`config.mk`:
```
export PLATFORM = sky130hd
export DESIGN_NAME = cmpl_ring_poster
export DESIGN_NICKNAME = d
export VERILOG_FILES = /design/src/rtl/cmpl_pkg.sv /design/src/rtl/cmpl_ring_pos.sv /design/src/rtl/cmpl_slot_addr.sv /design/src/rtl/cmpl_rec_fmt.sv /design/src/rtl/cmpl_ring_poster.sv
export SDC_FILE = /design/constraint.sdc
export NUM_CORES = 1
export LEC_CHECK = 0
export BUFFER_PORTS_ARGS = -buffer_cell sky130_fd_sc_hd__buf_2
export CAP_MARGIN = 20
export CORE_MARGIN = 2
export CORE_UTILIZATION = 51
export DETAILED_ROUTE_END_ITERATION = 8
export MAX_ROUTING_LAYER = met4
export PLACE_DENSITY = 0.88
export SLEW_MARGIN = 40
export SYNTH_ARGS = -nofsm -noshare
export SYNTH_HDL_FRONTEND = slang
export SYNTH_HIERARCHICAL = 1
export SYNTH_SLANG_ARGS = --single-unit
export TNS_END_PERCENT = 1
```
`constraint.sdc`:
```
create_clock -name clk -period 9.1 [get_ports clk]
set_clock_uncertainty 0.15 [all_clocks]
set_input_delay 1.82 -clock clk [delete_from_list [all_inputs] [get_ports clk]]
set_output_delay 1.82 -clock clk [all_outputs]
set_load 0.02 [all_outputs]
```
`src/rtl/cmpl_pkg.sv`:
```
package cmpl_pkg;
    localparam int WORD_W      = 32;
    localparam int REC_WORDS   = 5;
    localparam int REC_BYTES   = REC_WORDS * 4;
    localparam int WIDX_W      = 3;
    localparam int ERR_W       = 16;
    localparam int SOP_W       = 31;
    localparam int FBR_PTR_W   = 16;
    localparam int OWN_WORD    = REC_WORDS - 1;

    localparam int CTRL_ACT_BIT = 31;
    localparam int CTRL_SEL_BIT = 30;
    localparam logic [1:0] KIND_AAL5 = 2'b01;

    localparam int OWN_BIT      = 31;
    localparam int W1_AAL5_BIT  = 31;
    localparam int W2_VALID_BIT = 31;
    localparam int W4_ERR_BIT   = 30;

    typedef enum logic [2:0] {
        ST_IDLE,
        ST_READ,
        ST_CHECK,
        ST_WRITE,
        ST_POST,
        ST_FREEZE
    } poster_st_e;

    typedef struct packed {
        logic [WORD_W-1:0] ctrl;
        logic [WORD_W-1:0] fbr;
        logic [WORD_W-1:0] hdr;
        logic [ERR_W-1:0]  err;
        logic [SOP_W-1:0]  sop;
        logic              sop_ok;
        logic [WORD_W-1:0] trailer;
    } post_req_t;

    typedef struct packed {
        poster_st_e        st;
        post_req_t         req;
        logic [WIDX_W-1:0] widx;
        logic              stat_done;
        logic              stat_frz;
    } poster_regs_t;

    function automatic logic [WORD_W-1:0] net_order(input logic [WORD_W-1:0] w);
        return {w[7:0], w[15:8], w[23:16], w[31:24]};
    endfunction
endpackage

```
`src/rtl/cmpl_ring_pos.sv`:
```
module cmpl_ring_pos #(
    parameter int POS_W = 16
) (
    input  logic             clk,
    input  logic             rst_n,
    input  logic             adv,
    input  logic [POS_W-1:0] end_pos,
    output logic [POS_W-1:0] pos
);
    logic [POS_W-1:0] pos_d, pos_q;

    // compare against the end before stepping, wrap to zero on a match
    always_comb begin
        pos_d = pos_q;
        if (adv) begin
            if (pos_q == end_pos) pos_d = '0;
            else                  pos_d = pos_q + 1'b1;
        end
    end

    always_ff @(posedge clk or negedge rst_n) begin
        if (!rst_n) pos_q <= '0;
        else        pos_q <= pos_d;
    end

    assign pos = pos_q;
endmodule

```
`src/rtl/cmpl_slot_addr.sv`:
```
module cmpl_slot_addr
    import cmpl_pkg::*;
#(
    parameter int ADDR_W = 32,
    parameter int POS_W  = 16
) (
    input  logic [ADDR_W-1:0] base,
    input  logic [POS_W-1:0]  pos,
    output logic [ADDR_W-1:0] slot
);
    localparam logic [ADDR_W-1:0] STRIDE = ADDR_W'(REC_BYTES);

    assign slot = base + ADDR_W'(pos) * STRIDE;
endmodule

```
`src/rtl/cmpl_rec_fmt.sv`:
```
module cmpl_rec_fmt
    import cmpl_pkg::*;
(
    input  post_req_t                          req,
    output logic [REC_WORDS-1:0][WORD_W-1:0]   words
);
    logic unused_bits;
    assign unused_bits = ^{req.fbr[WORD_W-1:FBR_PTR_W], req.ctrl[WORD_W-1:2], req.sop_ok};

    always_comb begin
        words[0] = req.hdr;

        words[1] = WORD_W'(req.err);
        if (req.ctrl[1:0] == KIND_AAL5) words[1][W1_AAL5_BIT] = 1'b1;

        words[2] = '0;
        if (req.sop_ok) begin
            words[2] = WORD_W'(req.sop);
            words[2][W2_VALID_BIT] = 1'b1;
        end

        words[3] = req.trailer;

        // owner bit left clear: the slot goes back to the host
        words[4] = WORD_W'(req.fbr[FBR_PTR_W-1:0]);
        if (|req.err) words[4][W4_ERR_BIT] = 1'b1;
    end
endmodule

```
`src/rtl/cmpl_ring_poster.sv`:
```
module cmpl_ring_poster
    import cmpl_pkg::*;
#(
    parameter int ADDR_W = 32,
    parameter int POS_W  = 16
) (
    input  logic                clk,
    input  logic                rst_n,
    input  logic                req_valid,
    output logic                req_ready,
    input  logic [WORD_W-1:0]   req_ctrl,
    input  logic [WORD_W-1:0]   req_fbr,
    input  logic [WORD_W-1:0]   req_hdr,
    input  logic [ERR_W-1:0]    req_err,
    input  logic [SOP_W-1:0]    req_sop,
    input  logic                req_sop_ok,
    input  logic [WORD_W-1:0]   req_trailer,
    input  logic [ADDR_W-1:0]   ring_base_irq,
    input  logic [ADDR_W-1:0]   ring_base_quiet,
    input  logic [2*POS_W-1:0]  ring_size,
    output logic                mem_re,
    output logic                mem_we,
    output logic [ADDR_W-1:0]   mem_addr,
    output logic [WORD_W-1:0]   mem_wdata,
    input  logic [WORD_W-1:0]   mem_rdata,
    output logic                done,
    output logic                done_frozen,
    output logic [WORD_W-1:0]   done_ctrl,
    output logic                irq,
    output logic                stat_rx_done,
    output logic                stat_freeze
);
    localparam int NUM_RINGS = 2;
    localparam int RING_IRQ  = 1;
    localparam int RING_QT   = 0;
    localparam logic [ADDR_W-1:0] OWN_OFS = ADDR_W'(OWN_WORD * 4);

    poster_regs_t r_d, r_q;

    logic [NUM_RINGS-1:0][ADDR_W-1:0] ring_base;
    logic [NUM_RINGS-1:0][POS_W-1:0]  ring_end;
    logic [NUM_RINGS-1:0][POS_W-1:0]  ring_pos;
    logic [NUM_RINGS-1:0]             ring_adv;

    logic                             sel_q;
    logic [ADDR_W-1:0]                slot_addr;
    logic [REC_WORDS-1:0][WORD_W-1:0] rec_words;
    logic [WORD_W-1:0]                word_sel;
    logic [WORD_W-1:0]                rd_host;
    logic                             unused_rd;

    assign ring_base[RING_IRQ] = ring_base_irq;
    assign ring_base[RING_QT]  = ring_base_quiet;
    assign ring_end[RING_IRQ]  = ring_size[POS_W-1:0];
    assign ring_end[RING_QT]   = ring_size[2*POS_W-1:POS_W];

    for (genvar g = 0; g < NUM_RINGS; g++) begin : g_ring
        cmpl_ring_pos #(.POS_W(POS_W)) u_pos (
            .clk    (clk),
            .rst_n  (rst_n),
            .adv    (ring_adv[g]),
            .end_pos(ring_end[g]),
            .pos    (ring_pos[g])
        );
    end

    assign sel_q = r_q.req.ctrl[CTRL_SEL_BIT];

    cmpl_slot_addr #(.ADDR_W(ADDR_W), .POS_W(POS_W)) u_slot (
        .base(ring_base[sel_q]),
        .pos (ring_pos[sel_q]),
        .slot(slot_addr)
    );

    cmpl_rec_fmt u_fmt (
        .req  (r_q.req),
        .words(rec_words)
    );

    always_comb begin
        word_sel = '0;
        for (int k = 0; k < REC_WORDS; k++) begin
            if (r_q.widx == WIDX_W'(k)) word_sel = rec_words[k];
        end
    end

    assign rd_host   = net_order(mem_rdata);
    assign unused_rd = ^rd_host[OWN_BIT-1:0];

    always_comb begin
        r_d         = r_q;
        req_ready   = 1'b0;
        mem_re      = 1'b0;
        mem_we      = 1'b0;
        mem_addr    = '0;
        mem_wdata   = '0;
        done        = 1'b0;
        done_frozen = 1'b0;
        done_ctrl   = '0;
        irq         = 1'b0;
        ring_adv    = '0;

        unique case (r_q.st)
            ST_IDLE: begin
                req_ready = 1'b1;
                if (req_valid) begin
                    r_d.req.ctrl    = req_ctrl;
                    r_d.req.fbr     = req_fbr;
                    r_d.req.hdr     = req_hdr;
                    r_d.req.err     = req_err;
                    r_d.req.sop     = req_sop;
                    r_d.req.sop_ok  = req_sop_ok;
                    r_d.req.trailer = req_trailer;
                    r_d.st          = ST_READ;
                end
            end
            ST_READ: begin
                mem_re   = 1'b1;
                mem_addr = slot_addr + OWN_OFS;
                r_d.st   = ST_CHECK;
            end
            ST_CHECK: begin
                r_d.widx = '0;
                if (rd_host[OWN_BIT]) r_d.st = ST_WRITE;
                else                  r_d.st = ST_FREEZE;
            end
            ST_WRITE: begin
                mem_we    = 1'b1;
                mem_addr  = slot_addr + ADDR_W'({r_q.widx, 2'b00});
                mem_wdata = net_order(word_sel);
                if (r_q.widx == WIDX_W'(REC_WORDS - 1)) r_d.st = ST_POST;
                else                                    r_d.widx = r_q.widx + 1'b1;
            end
            ST_POST: begin
                done      = 1'b1;
                done_ctrl = r_q.req.ctrl;
                done_ctrl[CTRL_ACT_BIT] = 1'b0;
                ring_adv[sel_q] = 1'b1;
                if (sel_q) begin
                    irq           = 1'b1;
                    r_d.stat_done = 1'b1;
                end
                r_d.st = ST_IDLE;
            end
            ST_FREEZE: begin
                done         = 1'b1;
                done_frozen  = 1'b1;
                done_ctrl    = r_q.req.ctrl;
                r_d.stat_frz = 1'b1;
                r_d.st       = ST_IDLE;
            end
            default: r_d.st = ST_IDLE;
        endcase
    end

    always_ff @(posedge clk or negedge rst_n) begin
        if (!rst_n) begin
            r_q    <= '0;
            r_q.st <= ST_IDLE;
        end else begin
            r_q <= r_d;
        end
    end

    assign stat_rx_done = r_q.stat_done;
    assign stat_freeze  = r_q.stat_frz;
endmodule

```
# Word level (Yosys, flattened, before mapping)
# Index checks and enable logic that the tools add are counted.
[op_classes] n_mul=1 n_mux=33 n_lt_le_gt_ge=2 n_addsub=6 n_eq_ne=15 n_reduce_logical=10
[ops] operator="two-way mux 32 bit" count=9
[ops] operator="two-way mux 179 bit" count=1
[ops] operator="one-hot mux 32 bit (2 select lines)" count=2
[ops] operator="two-way mux 16 bit" count=4
[ops] operator="adder 16 x 1 -> 16 bit, second input constant" count=2
[ops] operator="adder 32 x 21 -> 32 bit" count=1
[ops] operator="adder 32 x 5 -> 32 bit" count=1
[ops] operator="adder 32 x 5 -> 32 bit, second input constant" count=1
[ops] operator="== test 16 bit" count=2
[ops] operator="multiplier 16 x 3 -> 19 bit, second input constant" count=1
[ops] operator="OR reduction 16 bit" count=1
[ops] operator="== test 3 x 2 -> 1 bit, second input constant" count=4
[ops] operator="one-hot mux 3 bit (4 select lines)" count=1
[ops] operator="two-way mux 1 bit" count=10
[ops] operator="== test 3 bit, second input constant" count=3
[ops] operator="two-way mux 3 bit" count=3
[ops] operator="AND reduction 2 bit" count=4
[ops] operator="== test 3 x 1 -> 1 bit, second input constant" count=2
[ops] operator="logical NOT 3 bit" count=2
[ops] operator="!= test 2 bit, second input constant" count=3
[ops] operator="one-hot mux 3 bit (2 select lines)" count=1
[ops] operator="adder 3 x 1 -> 3 bit, second input constant" count=1
[ops] operator="== test 2 x 1 -> 1 bit, second input constant" count=1
[ops] operator="< comparator 1 x 2 -> 1 bit, second input constant" count=1
[ops] operator="other kinds (6)" count=6
[totals] register_bits=216 in_bits=307 out_inout_bits=104

# Longest topological paths before layout
# Gate-level depths: netlist (run 1).
[logic_depth] ltp_word=7 depth_mapped=30 mapped_depth_nobuf=27

# By module
# The synthesis (run 1) kept the hierarchy.
[modules_own_cells] module="cmpl_ring_poster" instances=1 cells_per_inst=949 area_per_inst_um2=10288.6
[modules_own_cells] module="cmpl_ring_pos" instances=2 cells_per_inst=133 area_per_inst_um2=1282.5
[modules_own_cells] module="cmpl_slot_addr" instances=1 cells_per_inst=249 area_per_inst_um2=1921.8
[modules_own_cells] module="cmpl_rec_fmt" instances=1 cells_per_inst=168 area_per_inst_um2=1203.7

# Least setup slack after synthesis (run 1)
# No wires, ideal clock.
[synth_timing] path_kind="register to output" start="reg r_q[179] in the netlist's numbering" end="out mem_addr[29]" stages_incl_launch_ff=27 path_slack_ns=1.088 arrival_ns=6.042 required_ns=7.130 n_path_buf=2 cell_sequence="dfrtp_1 clkbuf_1 clkbuf_1 mux2_2 ha_1 ha_1 a21o_1 a21oi_1 nor2b_1 o21ai_0 a22oi_1 a211o_1 a21oi_1 xnor2_1 ha_1 nand4_1 nor2_1 o211ai_1 or3b_1 a31oi_1 nor2_1 xor2_1 nand4_1 or2_1 or3_1 o31ai_1 a31oi_1"
[synth_between] elab_chain_cells=6 word_cells_on_any_way=9
[synth_rtl] element="start: declaration" line_no="cmpl_ring_poster.sv:38" source="poster_regs_t r_d, r_q;"
[synth_rtl] element="start signal: assignment" line_no="cmpl_ring_poster.sv:161" source="r_q <= r_d;"
[synth_rtl] element="two-way mux 16 bit (not written as such) (2 in a row)" line_no="cmpl_ring_poster.sv:71" source=".pos (ring_pos[sel_q]),"
[synth_rtl] element="multiplier 16 x 3 -> 19 bit" line_no="cmpl_slot_addr.sv:13" source="assign slot = base + ADDR_W'(pos) * STRIDE;"
[synth_rtl] element="adder 32 x 21 -> 32 bit (*)" line_no="cmpl_slot_addr.sv:13"
[synth_rtl] element="named net slot_addr[23]" line_no="cmpl_ring_poster.sv:46" source="logic [ADDR_W-1:0] slot_addr;"
[synth_rtl] element="adder 32 x 5 -> 32 bit (on tied branches)" line_no="cmpl_ring_poster.sv:129, cmpl_ring_poster.sv:119"
[synth_rtl] element="one-hot mux 32 bit (2 select lines) (*)" line_no="cmpl_ring_poster.sv:103" source="unique case (r_q.st)"
[synth_rtl] element="end: declaration" line_no="cmpl_ring_poster.sv:23" source="output logic [ADDR_W-1:0] mem_addr,"
# Mark *: on every way through the listed nets, which the timed path passes. The rest lies on a longest branch. The select of a mux whose other input is x is not followed.

# Worst setup path in the final report (run 1)
# Same ends and word-level chain as after synthesis.

==> results.py, run 1 <==
metrics = {
    "drt": {
        "drt-met1-wl_mm": 17.0,
        "vias": 13200,
        "wl_met3_mm": 3.31,
        "dr.pass1.iters": 5,
        "drcViolationCount": 0,
        "drtIter0Drc": 914,
        "route.met2.wl_mm": 21.8,
        "ant_nets": 0,
        "drt-vias-per-instance": 5.94,
        "routedWlPerCell_um": 19.7,
        "top_layer": "met4",
        "wl_mm": 43.8,
    },
    "timing": {
        "fin_crit_ps": 8780,
        "hold_viol": 0,
        "fmax_ghz": 0.114,
        "fin_crit_sh": 0.965,
        "slew_violations": 0,
        "finalSetupViolations": 0,
        "tightest_slew_ps": 833,
        "relSlewSlack": 0.437,
    },
    "power": {
        "p_sw_w": 0.00302,
        "p_comb_frac": 0.624,
        "power_frac_seq": 0.255,
        "p_leak_nw": 7.88,
        "cell_internal_pwr_w": 0.00324,
        "ir_worst_vdd_mv": 0.219,
        "total_power_w": 0.00626,
        "pwr-share-clk": 0.121,
        "p_per_area_mw_per_mm2": 363,
        "switching_share": 0.483,
    },
    "placed_design": {
        "place_area_mm2": 0.0165,
        "gp_congestion": 0.942,
        "dp_hpwl_mm": 31.9,
        "portBuffers": 363,
    },
    "worst_setup_path": {
        "cpMostUsedCell": "ha_1",
        "critPathBufInv": 4,
        "slowest_stage": "dfrtp_4",
        "arrival_ps": 6810,
        "slowest_delay_ps": 520,
        "crit_required_ps": 7130,
        "critical_path_class": "reg2out",
        "critPathLaunchType": "flip-flop",
        "endpoint_kind": "output port",
        "worstPathMaxFanout": 26,
        "path_delay_family": "compound AO/OA/AOI/OAI gates",
    },
    "floorplan": {
        "num_io_pins": 411,
        "coreArea_mm2": 0.0297,
        "die_width_um": 178,
        "rows": 63,
        "dieArea_mm2": 0.0316,
        "die_h_um": 178,
        "start_util": 0.518,
    },
    "logic_synthesis": {
        "syn_inst": 1600,
        "syn-cell-area_mm2": 0.0154,
        "syn_area_per_cell_um2": 9.62,
        "synth_warnings": 6,
    },
    "clock_tree": {
        "clk_path_buf_depth": 2,
        "cts_tree": "done",
        "clk_latency_ps": 440,
        "cts_buffers": 17,
        "clk_pin_slew_ps": 80,
        "cts_root_buf": "clkbuf_16",
        "clock_sinks": 200,
        "ctsHtreeMaxLevel": 4,
        "cts_hold_buf": 0,
    },
    "worst_hold_path": {
        "hp-class": "reg2reg",
    },
    "global_routing": {
        "grt_overflow": 0,
        "grt_max_degree": 123,
        "grt_use_total": 0.282,
        "antenna_found_initial": 10,
        "grt_pass1_wl_mm": 68.2,
        "grt_pass1_vias": 13000,
    },
    "finish": {
        "drive_above_1_share": 0.389,
        "design_area_mm2": 0.0173,
        "nFillCells": 2488,
        "post-route-util": 0.580,
        "layout.nets": 2179,
        "syn2layout_area_growth_pct": 12.0,
    },
    "flow_run": {
        "maxCapViolCount": 0,
    },
    "outcome": {
        "status": "finished clean",
    },
}
metrics by stage:
step	std cells	hold slack [ps]	setup TNS, ps	worst slack (ps)
2_1_floorplan	1629	322	0	1090
3_3_place_gp	2169	301	0	542
3_5_place_dp	2172	309	0	462
4_1_cts	2204	335	0	13.0
5_1_grt	2221	364	-35.2	-35.2
6_report	2222	341	0	315
registers in the layout, indices dropped and copies added (netlist names):
name	cells
stat_freeze	1
r_q	166
g_ring.u_pos/pos	32
stat_rx_done	1
placed cells by master, fill, tap and decap left out, drive strengths merged, types with 32 or more instances in the layout:
cell type  instances
dfrtp            200
and2              72
nand2             88
a221oi            33
a22oi             44
a21oi             60
o21ai            101
ha                61
buf              392
mux2             209
xnor2             58
nor2              80
inv               32
final cells by class:
class | count | area, um2 | share of cell area
antenna | 11 | 27.5 | 0.00160
clock buffer | 19 | 443 | 0.0257
clock inverter | 13 | 144 | 0.00834
inverter | 30 | 113 | 0.00653
multi-input combinational | 1166 | 8950 | 0.519
sequential | 200 | 5010 | 0.290
tap | 390 | 488 | 0.0283
timing repair buffer | 393 | 2070 | 0.120
per-layer routing:
metal / vias up / global-route usage
met1: 6412 / 0.337
li1: 6063 / -
met5: - / -
met3: 121 / 0.0531
met4: 0 / 0.127
met2: 601 / 0.463
timing repair:
item                       4_1_cts  5_1_grt
pin swaps                        0        3
setup buffers                    0        7
setup endpoints to repair        3        9
gates resized for setup          1       10
final timing paths:
kind | start | end | slack, ps | cells after the start
hold / removal | stat_rx_done | stat_rx_done | 340 | 1
setup / recovery | r_q[179] | mem_addr[29] | 320 | 26
setup reg to reg | r_q[182] | g_ring[1].u_pos/pos[15] | 5960 | 7
hold reg to reg | stat_rx_done | stat_rx_done | 340 | 1
min in group asynchronous | rst_n | r_q[89] | 1220 | 1
max in group asynchronous | rst_n | r_q[83] | 6370 | 2
power by group through the flow:
stage               logic, W  registers [W]  clock network [W]
CTS                  0.00383        0.00159           0.000768
floorplan            0.00325        0.00146                  0
detailed placement   0.00381        0.00160                  0
finish               0.00391        0.00160           0.000758
global route         0.00423        0.00164           0.000804
global placement     0.00372        0.00156                  0
(Power assumes the default switching activity.)
==> inputs of run 2 (changes only) <==
--- a/config.mk
+++ b/config.mk
@@ -11,7 +11,7 @@
 export CORE_UTILIZATION = 51
 export DETAILED_ROUTE_END_ITERATION = 8
 export MAX_ROUTING_LAYER = met4
-export PLACE_DENSITY = 0.88
+export PLACE_DENSITY = 0.78
 export SLEW_MARGIN = 40
 export SYNTH_ARGS = -nofsm -noshare
 export SYNTH_HDL_FRONTEND = slang
==> run 2 against run 1 <==
Sequential share of layout area decreased by 0.20 points. Setup slack gained 79 ps. Global-route usage fell by 1.4 points. First-iteration DRC count fell by 2.1%. Critical path depth rose by 3. Sequential power about the same. Cell count shrank 0.18%. Design area rose by 0.65%. Routed wire length down 4.6%. Critical path type unchanged. Largest power group unchanged. Highest routed layer unchanged.
==> results.py, run 2 (synthesis gave the netlist of run 1 again) <==
metrics = {
    "outcome": {
        "status": "finished clean",
    },
    "finish": {
        "syn2layout_area_growth_pct": 12.8,
        "nFillCells": 2557,
        "final_common_cell": "buf_2",
        "final_cell_mix": "buf_2, mux2_2, dfrtp_1",
        "top_register": "r_q",
        "drive_above_1_share": 0.393,
        "layout.nets": 2178,
        "largest_register_ffs": 166,
    },
    "timing": {
        "fin_crit_ps": 8710,
        "hold_ws_ps": 317,
        "slew_violations": 0,
        "fin_tns_setup_ps": 0,
        "fmax_ghz": 0.115,
        "tightest_slew_ps": 784,
        "finalSetupViolations": 0,
        "hold_viol": 0,
        "fin_crit_sh": 0.957,
        "relSlewSlack": 0.473,
    },
    "worst_setup_path": {
        "arrival_ps": 6740,
        "crit_required_ps": 7130,
        "slowest_stage": "dfrtp_2",
        "worstPathMaxFanout": 7,
        "r2r-start": "r_q[182]",
        "slowest_delay_ps": 460,
        "endpoint_kind": "output port",
        "cpMostUsedCell": "ha_1",
        "setup.worst_path.start": "r_q[179]",
        "critPathLaunchType": "flip-flop",
        "critical_path_class": "reg2out",
    },
    "clock_tree": {
        "cts_root_buf": "clkbuf_16",
        "clk_pin_slew_ps": 80,
        "clk_latency_ps": 440,
        "cts_buffers": 17,
        "clk_path_buf_depth": 2,
        "clock_sinks": 200,
        "ctsHtreeMaxLevel": 4,
        "cts_hold_buf": 0,
        "cts_tree": "done",
    },
    "floorplan": {
        "start_util": 0.518,
        "die_h_um": 178,
        "rows": 63,
        "num_io_pins": 411,
        "die_width_um": 178,
        "coreArea_mm2": 0.0297,
        "dieArea_mm2": 0.0316,
    },
    "power": {
        "p_per_area_mw_per_mm2": 363,
        "total_power_w": 0.00630,
        "ir_worst_vdd_mv": 0.201,
        "power_frac_seq": 0.251,
        "cell_internal_pwr_w": 0.00333,
        "switching_share": 0.472,
        "pwr-share-clk": 0.129,
        "p_comb_frac": 0.620,
        "p_sw_w": 0.00298,
        "p_leak_nw": 7.93,
    },
    "drt": {
        "dr.pass1.iters": 5,
        "drtIter0Drc": 895,
        "routedWlPerCell_um": 18.8,
        "drt-vias-per-instance": 5.82,
        "vias": 12900,
        "ant_nets": 0,
        "drcViolationCount": 0,
        "wl_mm": 41.8,
    },
    "global_routing": {
        "grt_pass1_wl_mm": 65.1,
        "grt_overflow": 0,
        "grt_pass1_vias": 12400,
        "grt_max_degree": 161,
        "antenna_found_initial": 8,
        "grt_use_total": 0.268,
    },
    "placed_design": {
        "dp_hpwl_mm": 30.9,
        "portBuffers": 363,
        "gp_congestion": 0.928,
    },
    "flow_run": {
        "maxCapViolCount": 0,
    },
    "worst_hold_path": {
        "hold_path_startpoint": "stat_rx_done",
        "hp-class": "reg2reg",
    },
}
-- run 2: repair_timing --
action / in CTS / in global routing
endpoints found under the setup margin: 1 / 10
setup buffers: 0 / 8
resized for setup: 1 / 13
pin swaps: 0 / 4
-- run 2: path summary, 6_finish.rpt --
path                            slack, ps  depth (start not counted)                       to
worst max-delay path                  390                         29             mem_addr[29]
max in group asynchronous            6380                          2                 r_q[179]
worst max register to register       5910                          7  g_ring[1].u_pos/pos[15]
worst min-delay path                  320                          1             stat_rx_done
min in group asynchronous            1240                          1                 r_q[128]
worst min register to register        320                          1             stat_rx_done
-- run 2: final cells by class --
cell class / instances / area [um2] / share of cell area
antenna: 8 / 20.0 / 0.00115
tap: 390 / 488 / 0.0281
sequential: 200 / 5010 / 0.288
clock buffer: 20 / 457 / 0.0263
multi-input combinational: 1166 / 9000 / 0.518
clock inverter: 12 / 180 / 0.0104
inverter: 30 / 113 / 0.00649
timing repair buffer: 392 / 2100 / 0.121
-- run 2: worst max-delay path: cells and delay by family, from the launching register on --
kind            cells  cell delay [ps]
compound gates      8             1660
flops               1              460
mux                 1              380
buf+inv             4              670
xor+xnor            2              370
fa+ha+maj           4             1240
simple gates       10             1540
-- run 2: metrics by stage --
step                setup WS, ps  instance area, um2  instances  utilization
finish                       394               17400       2218        0.584
floorplan                   1090               15500       1629            -
global route               -8.26               17400       2218        0.584
global placement             595               16500       2166        0.554
detailed placement           511               16500       2169        0.556
CTS                         33.5               17200       2201        0.578
-- run 2: metal layers --
layer / vias up / GRT usage / routed length [um]
met5: - / - / 0
met4: 0 / 0.0816 / 1040
met3: 72 / 0.0602 / 3400
met2: 550 / 0.443 / 20700
met1: 6246 / 0.327 / 16700
li1: 6049 / - / -
-- run 2: power by group through the flow --
stage | sequential (W) | combinational (W) | clock, W
2_1_floorplan | 0.00146 | 0.00325 | 0
3_3_place_gp | 0.00157 | 0.00371 | 0
3_5_place_dp | 0.00160 | 0.00379 | 0
4_1_cts | 0.00158 | 0.00381 | 0.000830
5_1_grt | 0.00163 | 0.00427 | 0.000864
6_report | 0.00158 | 0.00391 | 0.000813
